## src/rtl/mtb_pkg.sv

```systemverilog
// Package: shared constants and types for the timer bank.
// Assumes 32-bit data words and byte offsets aligned to words.
package mtb_pkg;
    localparam int DATA_W     = 32;
    localparam int PRE_W      = 3;
    localparam int SETTLE_TKS = 2;

    localparam int CTL_EN     = 0;
    localparam int CTL_LOAD   = 1;
    localparam int CTL_SRC_LO = 2;
    localparam int CTL_PRE_LO = 4;
    localparam int CTL_ONE    = 7;

    localparam logic [1:0] SRC_SLOW = 2'd0;
    localparam logic [1:0] SRC_OSC  = 2'd1;

    localparam logic [3:0] OFF_A = 4'h0;
    localparam logic [3:0] OFF_B = 4'h4;
    localparam logic [3:0] OFF_C = 4'h8;

    typedef enum logic [2:0] {
        RK_NONE,
        RK_MASK,
        RK_PEND,
        RK_CTL,
        RK_INTV,
        RK_CNT
    } reg_kind_e;
endpackage

```

## src/rtl/mtb_decode.sv

```systemverilog
// Address decoder: maps a byte offset to a register kind and a channel index.
// Assumes block 0 holds the shared registers and block k+1 holds channel k.
module mtb_decode
    import mtb_pkg::*;
#(
    parameter int ADDR_W = 8,
    parameter int NCH    = 2,
    localparam int CH_W  = (NCH > 1) ? $clog2(NCH) : 1
) (
    input  logic [ADDR_W-1:0] addr_i,
    output reg_kind_e         kind_o,
    output logic [CH_W-1:0]   ch_o
);
    localparam int BLK_W = ADDR_W - 4;
    localparam logic [BLK_W-1:0] NCH_B = BLK_W'(NCH);

    logic [BLK_W-1:0] blk;
    logic [3:0]       off;

    assign blk = addr_i[ADDR_W-1:4];
    assign off = addr_i[3:0];

    // Classify the offset into one register kind.
    always_comb begin
        kind_o = RK_NONE;
        ch_o   = CH_W'(blk - BLK_W'(1));
        if (blk == '0) begin
            if (off == OFF_A)      kind_o = RK_MASK;
            else if (off == OFF_B) kind_o = RK_PEND;
        end else if (blk <= NCH_B) begin
            if (off == OFF_A)      kind_o = RK_CTL;
            else if (off == OFF_B) kind_o = RK_INTV;
            else if (off == OFF_C) kind_o = RK_CNT;
        end
    end
endmodule

```

## src/rtl/mtb_prescale.sv

```systemverilog
// Prescaler: picks the raw tick by source code and divides it by 2^exp.
// Assumes ticks are single-cycle enables; the phase restarts on clr_i.
module mtb_prescale
    import mtb_pkg::*;
(
    input  logic             clk,
    input  logic             rst_n,
    input  logic [1:0]       src_i,
    input  logic [PRE_W-1:0] exp_i,
    input  logic             slow_tick_i,
    input  logic             osc_tick_i,
    input  logic             run_i,
    input  logic             clr_i,
    output logic             stick_o,
    output logic             ptick_o
);
    localparam int DIV_W = (1 << PRE_W) - 1;

    logic [DIV_W-1:0] phase_q;
    logic [DIV_W-1:0] mask;

    // Select the raw tick; codes other than the two sources give none.
    always_comb begin
        case (src_i)
            SRC_SLOW: stick_o = slow_tick_i;
            SRC_OSC:  stick_o = osc_tick_i;
            default:  stick_o = 1'b0;
        endcase
    end

    assign mask    = (DIV_W'(1) << exp_i) - DIV_W'(1);
    assign ptick_o = run_i && stick_o && ((phase_q & mask) == mask);

    // Advance the divide phase on each raw tick while the channel runs.
    always_ff @(posedge clk) begin
        if (!rst_n)                phase_q <= '0;
        else if (clr_i)            phase_q <= '0;
        else if (run_i && stick_o) phase_q <= phase_q + DIV_W'(1);
    end
endmodule

```

## src/rtl/mtb_channel.sv

```systemverilog
// Timer channel: control word, interval, down counter, load and settle logic.
// Assumes the writes it sees are already decoded to this channel.
module mtb_channel
    import mtb_pkg::*;
(
    input  logic              clk,
    input  logic              rst_n,
    input  logic              slow_tick_i,
    input  logic              osc_tick_i,
    input  logic              ctl_we_i,
    input  logic              intv_we_i,
    input  logic [DATA_W-1:0] wdata_i,
    output logic [DATA_W-1:0] ctl_o,
    output logic [DATA_W-1:0] intv_o,
    output logic [DATA_W-1:0] cnt_o,
    output logic              en_o,
    output logic              oneshot_o,
    output logic              load_o,
    output logic              stick_o,
    output logic              expire_o
);
    localparam int SET_W = $clog2(SETTLE_TKS + 1);

    logic             en_q, load_q, one_q;
    logic [1:0]       src_q;
    logic [PRE_W-1:0] exp_q;
    logic [DATA_W-1:0] intv_q, cnt_q;
    logic [SET_W-1:0] settle_q;
    logic             run, do_load, ptick, stick;

    assign run      = en_q || (settle_q != '0);
    assign do_load  = load_q && stick;
    assign expire_o = !do_load && ptick && (cnt_q == '0);

    mtb_prescale u_pre (
        .clk         (clk),
        .rst_n       (rst_n),
        .src_i       (src_q),
        .exp_i       (exp_q),
        .slow_tick_i (slow_tick_i),
        .osc_tick_i  (osc_tick_i),
        .run_i       (run),
        .clr_i       (do_load),
        .stick_o     (stick),
        .ptick_o     (ptick)
    );

    // Control fields: software writes, hardware clears load and one-shot enable.
    always_ff @(posedge clk) begin
        if (!rst_n) begin
            en_q   <= 1'b0;
            load_q <= 1'b0;
            one_q  <= 1'b0;
            src_q  <= '0;
            exp_q  <= '0;
        end else if (ctl_we_i) begin
            en_q   <= wdata_i[CTL_EN];
            load_q <= wdata_i[CTL_LOAD];
            one_q  <= wdata_i[CTL_ONE];
            src_q  <= wdata_i[CTL_SRC_LO +: 2];
            exp_q  <= wdata_i[CTL_PRE_LO +: PRE_W];
        end else begin
            if (do_load)            load_q <= 1'b0;
            if (expire_o && one_q)  en_q   <= 1'b0;
        end
    end

    // Settle counter: arm on a software disable, drain on divided ticks.
    always_ff @(posedge clk) begin
        if (!rst_n)                               settle_q <= '0;
        else if (ctl_we_i && wdata_i[CTL_EN])     settle_q <= '0;
        else if (ctl_we_i && en_q)                settle_q <= SET_W'(SETTLE_TKS);
        else if (expire_o && one_q)               settle_q <= '0;
        else if (ptick && !en_q && settle_q != '0) settle_q <= settle_q - SET_W'(1);
    end

    // Interval register: written by software only.
    always_ff @(posedge clk) begin
        if (!rst_n)         intv_q <= '0;
        else if (intv_we_i) intv_q <= wdata_i;
    end

    // Counter: load, decrement, reload or hold at zero on expiry.
    always_ff @(posedge clk) begin
        if (!rst_n)       cnt_q <= '0;
        else if (do_load) cnt_q <= intv_q;
        else if (ptick) begin
            if (cnt_q != '0) cnt_q <= cnt_q - DATA_W'(1);
            else if (!one_q) cnt_q <= intv_q;
        end
    end

    assign ctl_o     = {{(DATA_W-8){1'b0}}, one_q, exp_q, src_q, load_q, en_q};
    assign intv_o    = intv_q;
    assign cnt_o     = cnt_q;
    assign en_o      = en_q;
    assign oneshot_o = one_q;
    assign load_o    = load_q;
    assign stick_o   = stick;
endmodule

```

## src/rtl/mtimer_bank.sv

```systemverilog
// Timer bank top: bus decode, shared mask and pending registers, channels.
// Assumes single-cycle strobes; read data is registered and zero when idle.
module mtimer_bank
    import mtb_pkg::*;
#(
    parameter int ADDR_W = 8,
    parameter int NCH    = 2
) (
    input  logic              clk,
    input  logic              rst_n,
    input  logic              slow_tick_i,
    input  logic              osc_tick_i,
    input  logic              wr_en_i,
    input  logic              rd_en_i,
    input  logic [ADDR_W-1:0] addr_i,
    input  logic [DATA_W-1:0] wdata_i,
    output logic [DATA_W-1:0] rdata_o,
    output logic              irq_o
);
    localparam int CH_W = (NCH > 1) ? $clog2(NCH) : 1;

    reg_kind_e                  kind;
    logic [CH_W-1:0]            ch;
    logic [NCH-1:0]             mask_q, pend_q, pend_clr;
    logic [NCH-1:0][DATA_W-1:0] ctl_w, intv_w, cnt_w;
    logic [NCH-1:0]             en_w, one_w, load_w, stick_w, expire_w;
    logic [NCH-1:0]             ctl_we, intv_we;
    logic [DATA_W-1:0]          rd_val, rdata_q;

    mtb_decode #(.ADDR_W(ADDR_W), .NCH(NCH)) u_dec (
        .addr_i (addr_i),
        .kind_o (kind),
        .ch_o   (ch)
    );

    for (genvar i = 0; i < NCH; i++) begin : g_ch
        assign ctl_we[i]  = wr_en_i && (kind == RK_CTL)  && (ch == CH_W'(i));
        assign intv_we[i] = wr_en_i && (kind == RK_INTV) && (ch == CH_W'(i));

        mtb_channel u_ch (
            .clk         (clk),
            .rst_n       (rst_n),
            .slow_tick_i (slow_tick_i),
            .osc_tick_i  (osc_tick_i),
            .ctl_we_i    (ctl_we[i]),
            .intv_we_i   (intv_we[i]),
            .wdata_i     (wdata_i),
            .ctl_o       (ctl_w[i]),
            .intv_o      (intv_w[i]),
            .cnt_o       (cnt_w[i]),
            .en_o        (en_w[i]),
            .oneshot_o   (one_w[i]),
            .load_o      (load_w[i]),
            .stick_o     (stick_w[i]),
            .expire_o    (expire_w[i])
        );
    end

    assign pend_clr = (wr_en_i && kind == RK_PEND) ? wdata_i[NCH-1:0] : '0;

    // Shared registers: mask written directly, pending flags set by expiry, cleared by write-one.
    always_ff @(posedge clk) begin
        if (!rst_n) begin
            mask_q <= '0;
            pend_q <= '0;
        end else begin
            if (wr_en_i && kind == RK_MASK) mask_q <= wdata_i[NCH-1:0];
            pend_q <= (pend_q & ~pend_clr) | expire_w;
        end
    end

    // Read multiplexer over all mapped registers.
    always_comb begin
        case (kind)
            RK_MASK: rd_val = DATA_W'(mask_q);
            RK_PEND: rd_val = DATA_W'(pend_q);
            RK_CTL:  rd_val = ctl_w[ch];
            RK_INTV: rd_val = intv_w[ch];
            RK_CNT:  rd_val = cnt_w[ch];
            default: rd_val = '0;
        endcase
    end

    // Read data register: captures on a read strobe, otherwise zero.
    always_ff @(posedge clk) begin
        if (!rst_n)       rdata_q <= '0;
        else if (rd_en_i) rdata_q <= rd_val;
        else              rdata_q <= '0;
    end

    assign rdata_o = rdata_q;
    assign irq_o   = |(pend_q & mask_q);
endmodule

```

## config.mk

```make
export PLATFORM = sky130hd
export DESIGN_NAME = mtimer_bank
export DESIGN_NICKNAME = d
export VERILOG_FILES = /design/src/rtl/mtb_pkg.sv /design/src/rtl/mtb_decode.sv /design/src/rtl/mtb_prescale.sv /design/src/rtl/mtb_channel.sv /design/src/rtl/mtimer_bank.sv
export SDC_FILE = /design/constraint.sdc
export NUM_CORES = 1
export LEC_CHECK = 0
export ABC_CLOCK_PERIOD_IN_PS = 5200
export BUFFER_PORTS_ARGS = -buffer_cell sky130_fd_sc_hd__buf_2
export CORE_MARGIN = 10
export CORE_UTILIZATION = 62
export DETAILED_ROUTE_END_ITERATION = 10
export PLACE_DENSITY_LB_ADDON = 0.08
export RECOVER_POWER = 100
export SETUP_SLACK_MARGIN = 0.1
export SLEW_MARGIN = 5
export SYNTH_ARGS = -nofsm -noshare
export SYNTH_HDL_FRONTEND = slang
export SYNTH_HIERARCHICAL = 1
export SYNTH_SLANG_ARGS = --single-unit
```

## constraint.sdc

```tcl
create_clock -name clk -period 5.2 [get_ports clk]
set_clock_uncertainty 0.2 [all_clocks]
set_input_delay 1.04 -clock clk [delete_from_list [all_inputs] [get_ports clk]]
set_output_delay 1.04 -clock clk [all_outputs]
set_load 0.05 [all_outputs]
```

# Word-level counts from Yosys, hierarchy flattened
# Index checks and enable logic that the tools add are counted.
[op_classes]
order_cmp = 2
n_mux = 39
add_sub_neg = 9
div = 0
n_shift = 2
n_reduce_logical = 62
multipliers = 0
n_eq_ne = 13
bitwise_logic = 8
[op_table]
columns = ["operator", "n"]
rows = [
  ["32-bit 2-to-1 mux", 13],
  ["32-bit case mux with 5 select lines", 1],
  ["32-bit zero test", 2],
  ["32-bit nonzero test", 2],
  ["32-bit by 1-bit subtractor with 32-bit output (second input constant)", 2],
  ["1-bit logical AND", 28],
  ["3-bit 2-to-1 mux", 6],
  ["2-bit 2-to-1 mux", 8],
  ["2-bit nonzero test", 8],
  ["7-bit by 1-bit adder with 7-bit output (second input constant)", 2],
  ["7-bit bitwise AND", 2],
  ["7-bit == test", 2],
  ["1-bit by 3-bit left shift with 7-bit output (first input constant)", 2],
  ["7-bit by 2-bit subtractor with 7-bit output (second input constant)", 2],
  ["2-bit OR reduction", 5],
  ["4-bit zero test", 2],
  ["1-bit 2-to-1 mux", 8],
  ["8-bit 2-to-1 mux", 1],
  ["4-bit OR reduction", 2],
  ["3-bit by 2-bit == test with 1-bit output (second input constant)", 2],
  ["3-bit == test (second input constant)", 2],
  ["3-bit inequality test (second input constant)", 2],
  ["2-bit AND reduction", 3],
  ["3-bit nonzero test", 2],
  ["16 further kinds", 26],
]
[totals]
memories = 0
ram_bits = 0
mem_bits_ro = 0
latchBits = 0
reg_bits = 198

# Longest topological paths before layout
# Gate-level depths: netlist (run 1).
[depth]
depth_word = 12
mapped_depth = 11
ltp_nobuf = 10

# By module
# The synthesis (run 1) kept the hierarchy.
[modules_own_cells]
columns = ["module", "seq_area_each_um2", "area_per_inst_um2", "n_inst", "cells_per_inst"]
rows = [
  ["mtb_channel", 1481.4, 4090.2, 2, 470],
  ["mtimer_bank", 720.7, 2591.2, 1, 284],
  ["mtb_prescale", 140.1, 439.2, 2, 48],
  ["mtb_decode", 0.0, 92.6, 1, 11],
]

# Least setup slack after synthesis (run 1)
# Ideal clock, no wire load.
[synth_path]
kind = "input-to-reg"
startpoint = "in addr_i[1]"
endpoint = "reg g_ch[0].u_ch.intv_q[2]"
required_time_ns = 4.872
setup_time_ns = 0.128
setup_slack_ns = 1.186
t_arrival_ns = 3.686
path_stages = 11
cell_sequence = "or4_4 > nor4_1 > buf_4 > or3b_1 > buf_2 > buf_2 > nor2_1 > clkbuf_1 > buf_1 > mux2i_1 > nor2_1"
[synth_via]
elab_chain_len = 9
word_cells_on_any_way = 13
cone_classes = "eq/ne: 3; mux: 7; reduce/logical: 3"
[synth_lines]
columns = ["item", "line", "rtl"]
rows = [
  ["start, declared", "mtimer_bank.sv:15", "input logic [ADDR_W-1:0] addr_i,"],
  ["4-bit == test", "mtb_decode.sv:33", "else if (off == OFF_C) kind_o = RK_CNT;"],
  ["3-bit 2-to-1 mux", "mtb_decode.sv:33", ""],
  ["3-bit 2-to-1 mux", "mtb_decode.sv:32", "else if (off == OFF_B) kind_o = RK_INTV;"],
  ["3-bit 2-to-1 mux *", "mtb_decode.sv:31", "if (off == OFF_A) kind_o = RK_CTL;"],
  ["3-bit 2-to-1 mux *", "mtb_decode.sv:30", "end else if (blk <= NCH_B) begin"],
  ["3-bit 2-to-1 mux *", "mtb_decode.sv:27", "if (blk == '0) begin"],
  ["named net kind[2]", "mtimer_bank.sv:22", "reg_kind_e kind;"],
  ["3-bit == test *", "mtimer_bank.sv:38", "assign intv_we[i] = wr_en_i && (kind == RK_INTV) && (ch == CH_W'(i));"],
  ["1-bit logical AND * (2 in a row)", "mtimer_bank.sv:38", ""],
  ["named net intv_we[0]", "mtimer_bank.sv:27", "logic [NCH-1:0] ctl_we, intv_we;"],
  ["end signal, assigned", "mtb_channel.sv:80", "else if (intv_we_i) intv_q <= wdata_i;"],
  ["end, declared", "mtb_channel.sv:27", "logic [DATA_W-1:0] intv_q, cnt_q;"],
]
# The timed path passes the listed nets; every way through them passes the cells marked *.
# A chain may end at the register's enable or synchronous reset.

# Worst setup path after layout (run 1)
[layout_path]
startpoint = "in osc_tick_i"
endpoint = "reg g_ch[0].u_ch.cnt_q[25]"
[layout_via]
word_cells_on_any_way = 8
cone_classes = "eq/ne: 1; mux: 2; reduce/logical: 5"
[layout_lines]
columns = ["item", "line", "rtl"]
rows = [
  ["start, declared", "mtimer_bank.sv:12", "input logic osc_tick_i,"],
  ["1-bit case mux with 2 select lines *", "mtb_prescale.sv:24", "case (src_i)"],
  ["named net stick_w[0]", "mtimer_bank.sv:26", "logic [NCH-1:0] en_w, one_w, load_w, stick_w, expire_w;"],
  ["1-bit logical AND *", "mtb_channel.sv:32", "assign do_load = load_q && stick;"],
  ["named net g_ch[0].u_ch.do_load", "mtb_channel.sv:29", "logic run, do_load, ptick, stick;"],
  ["3-bit inequality test (no source line) / 2-bit nonzero test (equally long branches)", "--", ""],
  ["2-bit AND reduction (no source line)", "--", ""],
  ["end signal, assigned", "mtb_channel.sv:86", "else if (do_load) cnt_q <= intv_q;"],
  ["end signal, assigned", "mtb_channel.sv:88", "if (cnt_q != '0) cnt_q <= cnt_q - DATA_W'(1);"],
  ["end signal, assigned", "mtb_channel.sv:89", "else if (!one_q) cnt_q <= intv_q;"],
  ["end, declared", "mtb_channel.sv:27", ""],
]
# Marked as above.

==> results by group, run 1 <==
Outcome
  • Outcome: finished clean

Finish
  • Antenna cells: 0
  • Fillers: approximately 1600
  • Multi-input logic area: between 7000 and 8000 µm²
  • Area growth syn-to-layout: 6.60%
  • End-of-flow core utilization: between 60 and 70%
  • Total Nets Final: 1412
  • Finished Layout Cells: ~1600
  • Commonest non-fill, non-tap cell in the layout: mux2i_1
  • Register area: 3960 µm²
  • Commonest non-fill, non-tap cells in the layout: mux2i_1, dfxtp_1, nor2_1, nand2_1, o22ai_1
  • Share of layout cells above drive strength 1: around 11%

Clocking
  • Clk Latency, worst-skew pair: 440 ps
  • Hold-fix buffers, CTS: 0
  • Post_cts resized: 0
  • Num CTS Buffers: 17
  • Post-CTS Setup Inserts: 0
  • CTS sink count: a little under 200
  • CTS clk-pin slew, worst paths: roughly 80 ps
  • Clock tree root buffer cell: clkbuf_16
  • TritonCTS clock tree: yes
  • H-tree depth: 4
  • Clock buffer depth: 2

Drt
  • Routed wire per std cell: about 22 µm
  • Post-Route WL: approximately 35000 µm
  • Detail Route Antenna Nets: 0
  • Drt pass-1 iters: 6
  • Via/cell ratio: 6.49
  • DR vias: ~10000
  • DRT iter0 DRCs: slightly above 1000
  • DRC: 0

Synth
  • Avg Cell Area, Syn: slightly below 9 µm²
  • Synth Area in XOR/XNOR: 1.19%
  • Yosys warnings: 6
  • Simple-gate share of the synthesized area: roughly a fifth
  • Post-synth top flop: dfxtp_1
  • Synth Cell Area: 11700 µm²
  • Post-synthesis adder-cell area fraction: less than 1%
  • #FFs+latches synth: slightly below 200
  • Mux contribution to synthesized area: 19.6%
  • Largest family of logic cells by synthesized area: simple AND/OR/NAND/NOR gates
  • Compound-Gate Fraction of Synth Area: 16.1%
  • EDFF count, synth: 0
  • Syn Inst Count: about 1300
  • Async SR Flop Fraction: 0%
  • Synth unique cells: 66
  • Sequential fraction of the synthesis area: roughly 34%

STA
  • Relative max-transition margin: between 15 and 20%
  • Max-slew violation count: 0
  • Fmax: around 230 MHz
  • Slew @ Worst Pin: roughly 1200 ps
  • Period utilization: 83.5%
  • Hold Slack: ~300 ps
  • Fin Setup TNS: 0 ps
  • Unrepaired setup endpoints after global routing: false
  • Min Tclk post-route: between 4000 and 5000 ps
  • Final Hold Fails: 0
  • Finish-stage setup viols: 0

Critical path
  • R2r setup slk: about 900 ps
  • CP max FO: 35
  • Worst r2r src: g_ch[1].u_ch/cnt_o[17]
  • Worst Path Arrival: 4440 ps
  • CP required: 5290 ps
  • R2R Path End: g_ch[1].u_ch/cnt_o[31]
  • R2R depth: 6
  • CP Capture Type: register
  • Critical path class: input port to register
  • Startpoint Class: input port

Min path
  • Worst hold endpoint: g_ch[0].u_ch/cnt_o[21]
  • Worst min-delay path category: register to register
  • Hold path cells: 2
  • Hold Startpoint: g_ch[0].u_ch/cnt_o[21]

Global routing
  • GRT Total Usage: about 28%
  • Initial antenna violation count: 0
  • First-pass GRT wire length: 55100 µm
  • Remaining global-route overflow: 0
  • Vias in the first global route: 9600
  • Largest net degree at the start of global routing: 57

Floorplanning
  • Num rows: 50
  • Die Area: around 25000 µm²
  • Core Footprint: around 19000 µm²
  • IO Count: around 80
  • Die height: roughly 160 µm
  • Initial core utilization: roughly 63%
  • Die W: ~160 µm

Placement
  • Gpl congestion: 0.921
  • DP Wirelength: about 24000 µm
  • PortBufs: a little under 80
  • # placed instances: 1573

Flow run
  • Max-cap violations: 0

Pwr
  • Leak: between 4 and 5 nW
  • Final Power: roughly 3 mW
  • Max VDD drop: 0.208 mV
  • Power Density: around 240 nW/µm²
==> layout make-up <==
cell class / instances / area share, %
clock buffer: 19 / 3.62
clock inverter: 13 / 0.890
inverter: 28 / 0.860
multi-input combinational: 1006 / 56.1
sequential: 198 / 31.7
tap: 234 / 2.34
timing repair buffer: 107 / 4.52
==> synthesized netlist by cell type (15+ instances only) <==
cell | count | area (µm²)
mux2i_1 | 226 | 2260
dfxtp_1 | 198 | 3960
nor2_1 | 170 | 638
nand2_1 | 80 | 300
o22ai_1 | 76 | 475
buf_4 | 59 | 443
a22oi_1 | 54 | 405
clkbuf_1 | 50 | 188
o21a_1 | 37 | 278
nor3_1 | 31 | 155
inv_1 | 22 | 82.6
or3_1 | 22 | 138
buf_2 | 20 | 100
nor4_1 | 20 | 125
a21oi_1 | 18 | 90.1
or4_1 | 18 | 135
nand3_1 | 16 | 80.1
nand4_1 | 16 | 100
xnor2_1 | 16 | 140
nand2b_1 | 15 | 93.8
==> per-stage QoR <==
stage | setup WS, ps | instance area [µm²]
floorplan | 1190 | 11900
finish | 857 | 12500
global placement | 1190 | 12100
detailed placement | 1090 | 12100
global route | 686 | 12500
CTS | 1560 | 12600
==> sequential cells by signal, indices dropped and copies added, names as in the netlist <==
signal                   flops
g_ch.u_ch/cnt_o             64
g_ch.u_ch/en_o               2
g_ch.u_ch/exp_q              6
g_ch.u_ch/intv_o            64
g_ch.u_ch/load_o             2
g_ch.u_ch/oneshot_o          2
g_ch.u_ch/settle_q           4
g_ch.u_ch/src_q              4
g_ch.u_ch/u_pre/phase_q     14
mask_q                       2
pend_q                       2
rdata_o                     32
==> critical path: stages <==
cell and delay, ps:
clkbuf_1 110, mux2i_1 910, nor2_1 140, nand2_1 120, buf_4 390, inv_1 340
a31oi_4 310, clkbuf_1 660, mux2i_1 320, o22ai_1 100
==> cells by family (layout without fill, tap and decap cells) <==
family / count (synthesis) / count (layout)
buffers and inverters: 173 / 167
and+or+nand+nor: 453 / 453
adders and majority gates: 8 / 8
AOI/OAI and AO/OA: 253 / 253
xor gates and xnor gates: 16 / 16
muxes: 228 / 228
other: 2 / 48
DFF: 198 / 198
==> layer usage <==
metal  vias to the layer above  global-route usage [%]  wire, µm
met5                         -                       0         0
met4                         0                    10.4       955
met3                        68                    4.21      2990
met2                       548                    44.3     16300
met1                      4943                    37.6     15100
li1                       4859                       -         -
==> worst max path at each step <==
stage / start / to / slack (ps) / depth (start not counted)
floorplan: addr_i[1] / g_ch[0].u_ch/intv_o[2] / 1190 / 11
global placement: addr_i[1] / g_ch[1].u_ch/intv_o[30] / 1190 / 9
detailed placement: addr_i[1] / g_ch[1].u_ch/intv_o[22] / 1090 / 9
CTS: addr_i[1] / g_ch[1].u_ch/intv_o[22] / 1560 / 9
global route: addr_i[1] / g_ch[1].u_ch/intv_o[22] / 690 / 10
finish: osc_tick_i / g_ch[0].u_ch/cnt_o[25] / 860 / 10
==> report_power, final <==
group | leakage (nW) | switching (mW) | internal [mW]
Combinational | 2.92 | 0.0897 | 0.0463
Clock | 0.276 | 0.643 | 0.655
Sequential | 1.59 | 0.00207 | 1.52
Total | 4.79 | 0.735 | 2.22
(Power assumes the default switching activity.)
==> run 2: changes to the inputs <==
- ABC_CLOCK_PERIOD_IN_PS: 5200 -> 4100
- clock period: 5.2 -> 4.1 ns (I/O delays scaled with it)
==> run 2 against run 1 <==
Design area rose by 0.67%; utilization rose by 0.45 points; worst setup slack worse by 470 ps; global-route usage down 0.44 points; critical path depth shrank 4; critical path type is now register to register; largest power group unchanged; highest routed layer unchanged.
==> results by group, run 2 (synthesized netlist as in run 1, its figures left out) <==
Clocking
  • Clock tree root buffer cell: clkbuf_16
  • Clock buffer depth: 2
  • H-tree depth: 4
  • CTS clk-pin slew, worst paths: 80 ps
  • Num CTS Buffers: 17
  • Clk Latency, worst-skew pair: ~440 ps
  • TritonCTS clock tree: yes
  • Post-CTS Setup Inserts: 0
  • Post_cts resized: 0
  • Hold-fix buffers, CTS: 0
  • CTS sink count: 198

Drt
  • Post-Route WL: 34600 µm
  • Via/cell ratio: ~6.4
  • Drt pass-1 iters: 6
  • Routed wire per std cell: approximately 21 µm
  • DR vias: just over 10000
  • DRT iter0 DRCs: slightly above 1000
  • Detail Route Antenna Nets: 0
  • DRC: 0

STA
  • Fin Setup TNS: 0 ps
  • Max-slew violation count: 0
  • Fmax: about 270 MHz
  • Finish-stage setup viols: 0
  • Unrepaired setup endpoints after global routing: false
  • Slew @ Worst Pin: approximately 1100 ps
  • Period utilization: between 90 and 100%
  • Min Tclk post-route: 3710 ps
  • Final WS setup: slightly below 400 ps
  • Relative max-transition margin: between 20% and 30%
  • Final Hold Fails: 0

Placement
  • # placed instances: roughly 1600
  • DP Wirelength: about 24000 µm
  • PortBufs: 78
  • Pre-CTS setup slack: 555 ps
  • Gpl congestion: roughly 0.95

Finish
  • Commonest non-fill, non-tap cell in the layout: mux2i_1
  • Commonest non-fill, non-tap cells in the layout: mux2i_1, dfxtp_1, nor2_1, nand2_1, o22ai_1
  • Antenna cells: 0
  • End-of-flow core utilization: about two thirds
  • Total Nets Final: around 1400
  • Area growth syn-to-layout: 7.31%
  • Finished Layout Cells: roughly 1600
  • Share of layout cells above drive strength 1: 11.8%

Min path
  • Hold Startpoint: g_ch[1].u_ch/cnt_o[21]
  • Hold path cells: 2
  • Worst hold endpoint: g_ch[1].u_ch/cnt_o[21]
  • Worst min-delay path category: register to register

Critical path
  • Critical path class: register to register
  • CP Capture Type: register
  • R2R depth: 6
  • Worst r2r src: g_ch[0].u_ch/cnt_o[17]
  • R2R Path End: g_ch[0].u_ch/cnt_o[27]
  • Startpoint Class: register
  • CP required: 4210 ps
  • Worst Path Arrival: about 3800 ps
  • R2r setup slk: approximately 390 ps
  • CP max FO: 16

Pwr
  • Net switching power: between 0.9 and 1 mW
  • Leak: about 4.9 nW
  • Reg power frac: around 51%
  • Max VDD drop: 0.299 mV
  • Sw Ratio: between 20% and 30%
  • Comb pwr share: 4.5%
  • Power Density: between 300 and 400 nW/µm²
  • P_int: roughly 2.8 mW
  • Final Power: approximately 3.8 mW
  • Clock share of power: 44.7%

Floorplanning
  • IO Count: 79
  • Die height: ~160 µm
  • Core Footprint: around 19000 µm²
  • Num rows: 50
  • Die Area: 24800 µm²
  • Initial core utilization: around 63%
  • Die W: around 160 µm

Flow run
  • Max-cap violations: 0

Global routing
  • Remaining global-route overflow: 0
  • Largest net degree at the start of global routing: 62
  • First-pass GRT wire length: between 50000 and 60000 µm
  • Vias in the first global route: approximately 9600
  • Initial antenna violation count: 0
  • GRT Total Usage: between 20 and 30%

Outcome
  • Outcome: finished clean
## run 2: changes by cell type in the layout (fill, tap and decap cells not counted), moves of 2 or more
cell | previous run | this run
clkbuf_2 | 2 | 5
clkbuf_4 | 0 | 2
buf_4 | 20 | 26
clkinv_4 | 2 | 4
clkbuf_1 | 40 | 38
clkbuf_8 | 2 | 0
## run 2: final cells by class
cell class	count	area, µm²
multi-input cells	1006	7010
fillers	1608	6040
flip-flops and latches	198	3960
repair buffers	117	638
clock buffers	17	425
well taps	234	293
clock inverters	15	163
inverters	28	108
## run 2: worst max path at each step
stage / from / end / slack [ps] / cells past startpoint
after floorplan: addr_i[1] / g_ch[0].u_ch/intv_o[2] / 310 / 11
after global placement: addr_i[1] / g_ch[1].u_ch/intv_o[13] / 600 / 9
after detailed placement: addr_i[1] / g_ch[1].u_ch/intv_o[17] / 550 / 9
after CTS: g_ch[0].u_ch/cnt_o[17] / g_ch[0].u_ch/cnt_o[16] / 660 / 6
after global routing: osc_tick_i / g_ch[1].u_ch/cnt_o[16] / 280 / 9
final: g_ch[0].u_ch/cnt_o[17] / g_ch[0].u_ch/cnt_o[27] / 390 / 6
## run 2: power groups by stage
| stage | combinational, mW | clock [mW] | sequential (mW) |
|---|---|---|---|
| after floorplan | 0.135 | 0 | 1.97 |
| after global placement | 0.169 | 0 | 1.97 |
| after detailed placement | 0.170 | 0 | 1.97 |
| after CTS | 0.170 | 1.72 | 1.93 |
| after global routing | 0.183 | 1.79 | 1.93 |
| final | 0.171 | 1.69 | 1.93 |
## run 2: metrics by stage
stage / hold WS [ps] / instance area [µm²]
after floorplan: 255 / 11900
after global placement: 278 / 12200
after detailed placement: 282 / 12200
after CTS: 293 / 12800
after global routing: 319 / 12600
final: 293 / 12600
## run 2: worst max-delay path: stages, from the launching register on
cell,delay [ps]
dfxtp_1,370
or4_4,640
or4_1,740
o31ai_4,770
buf_4,340
nand2_2,110
a2111oi_0,400
## run 2: routing by layer
layer  vias to the layer above  global-route usage (%)  wire length, µm
met4                         0                    9.97              930
met5                         -                       0                0
met2                       485                    45.0            16300
li1                       4875                       -                -
met3                        59                    3.96             2400
met1                      4896                    36.0            15000
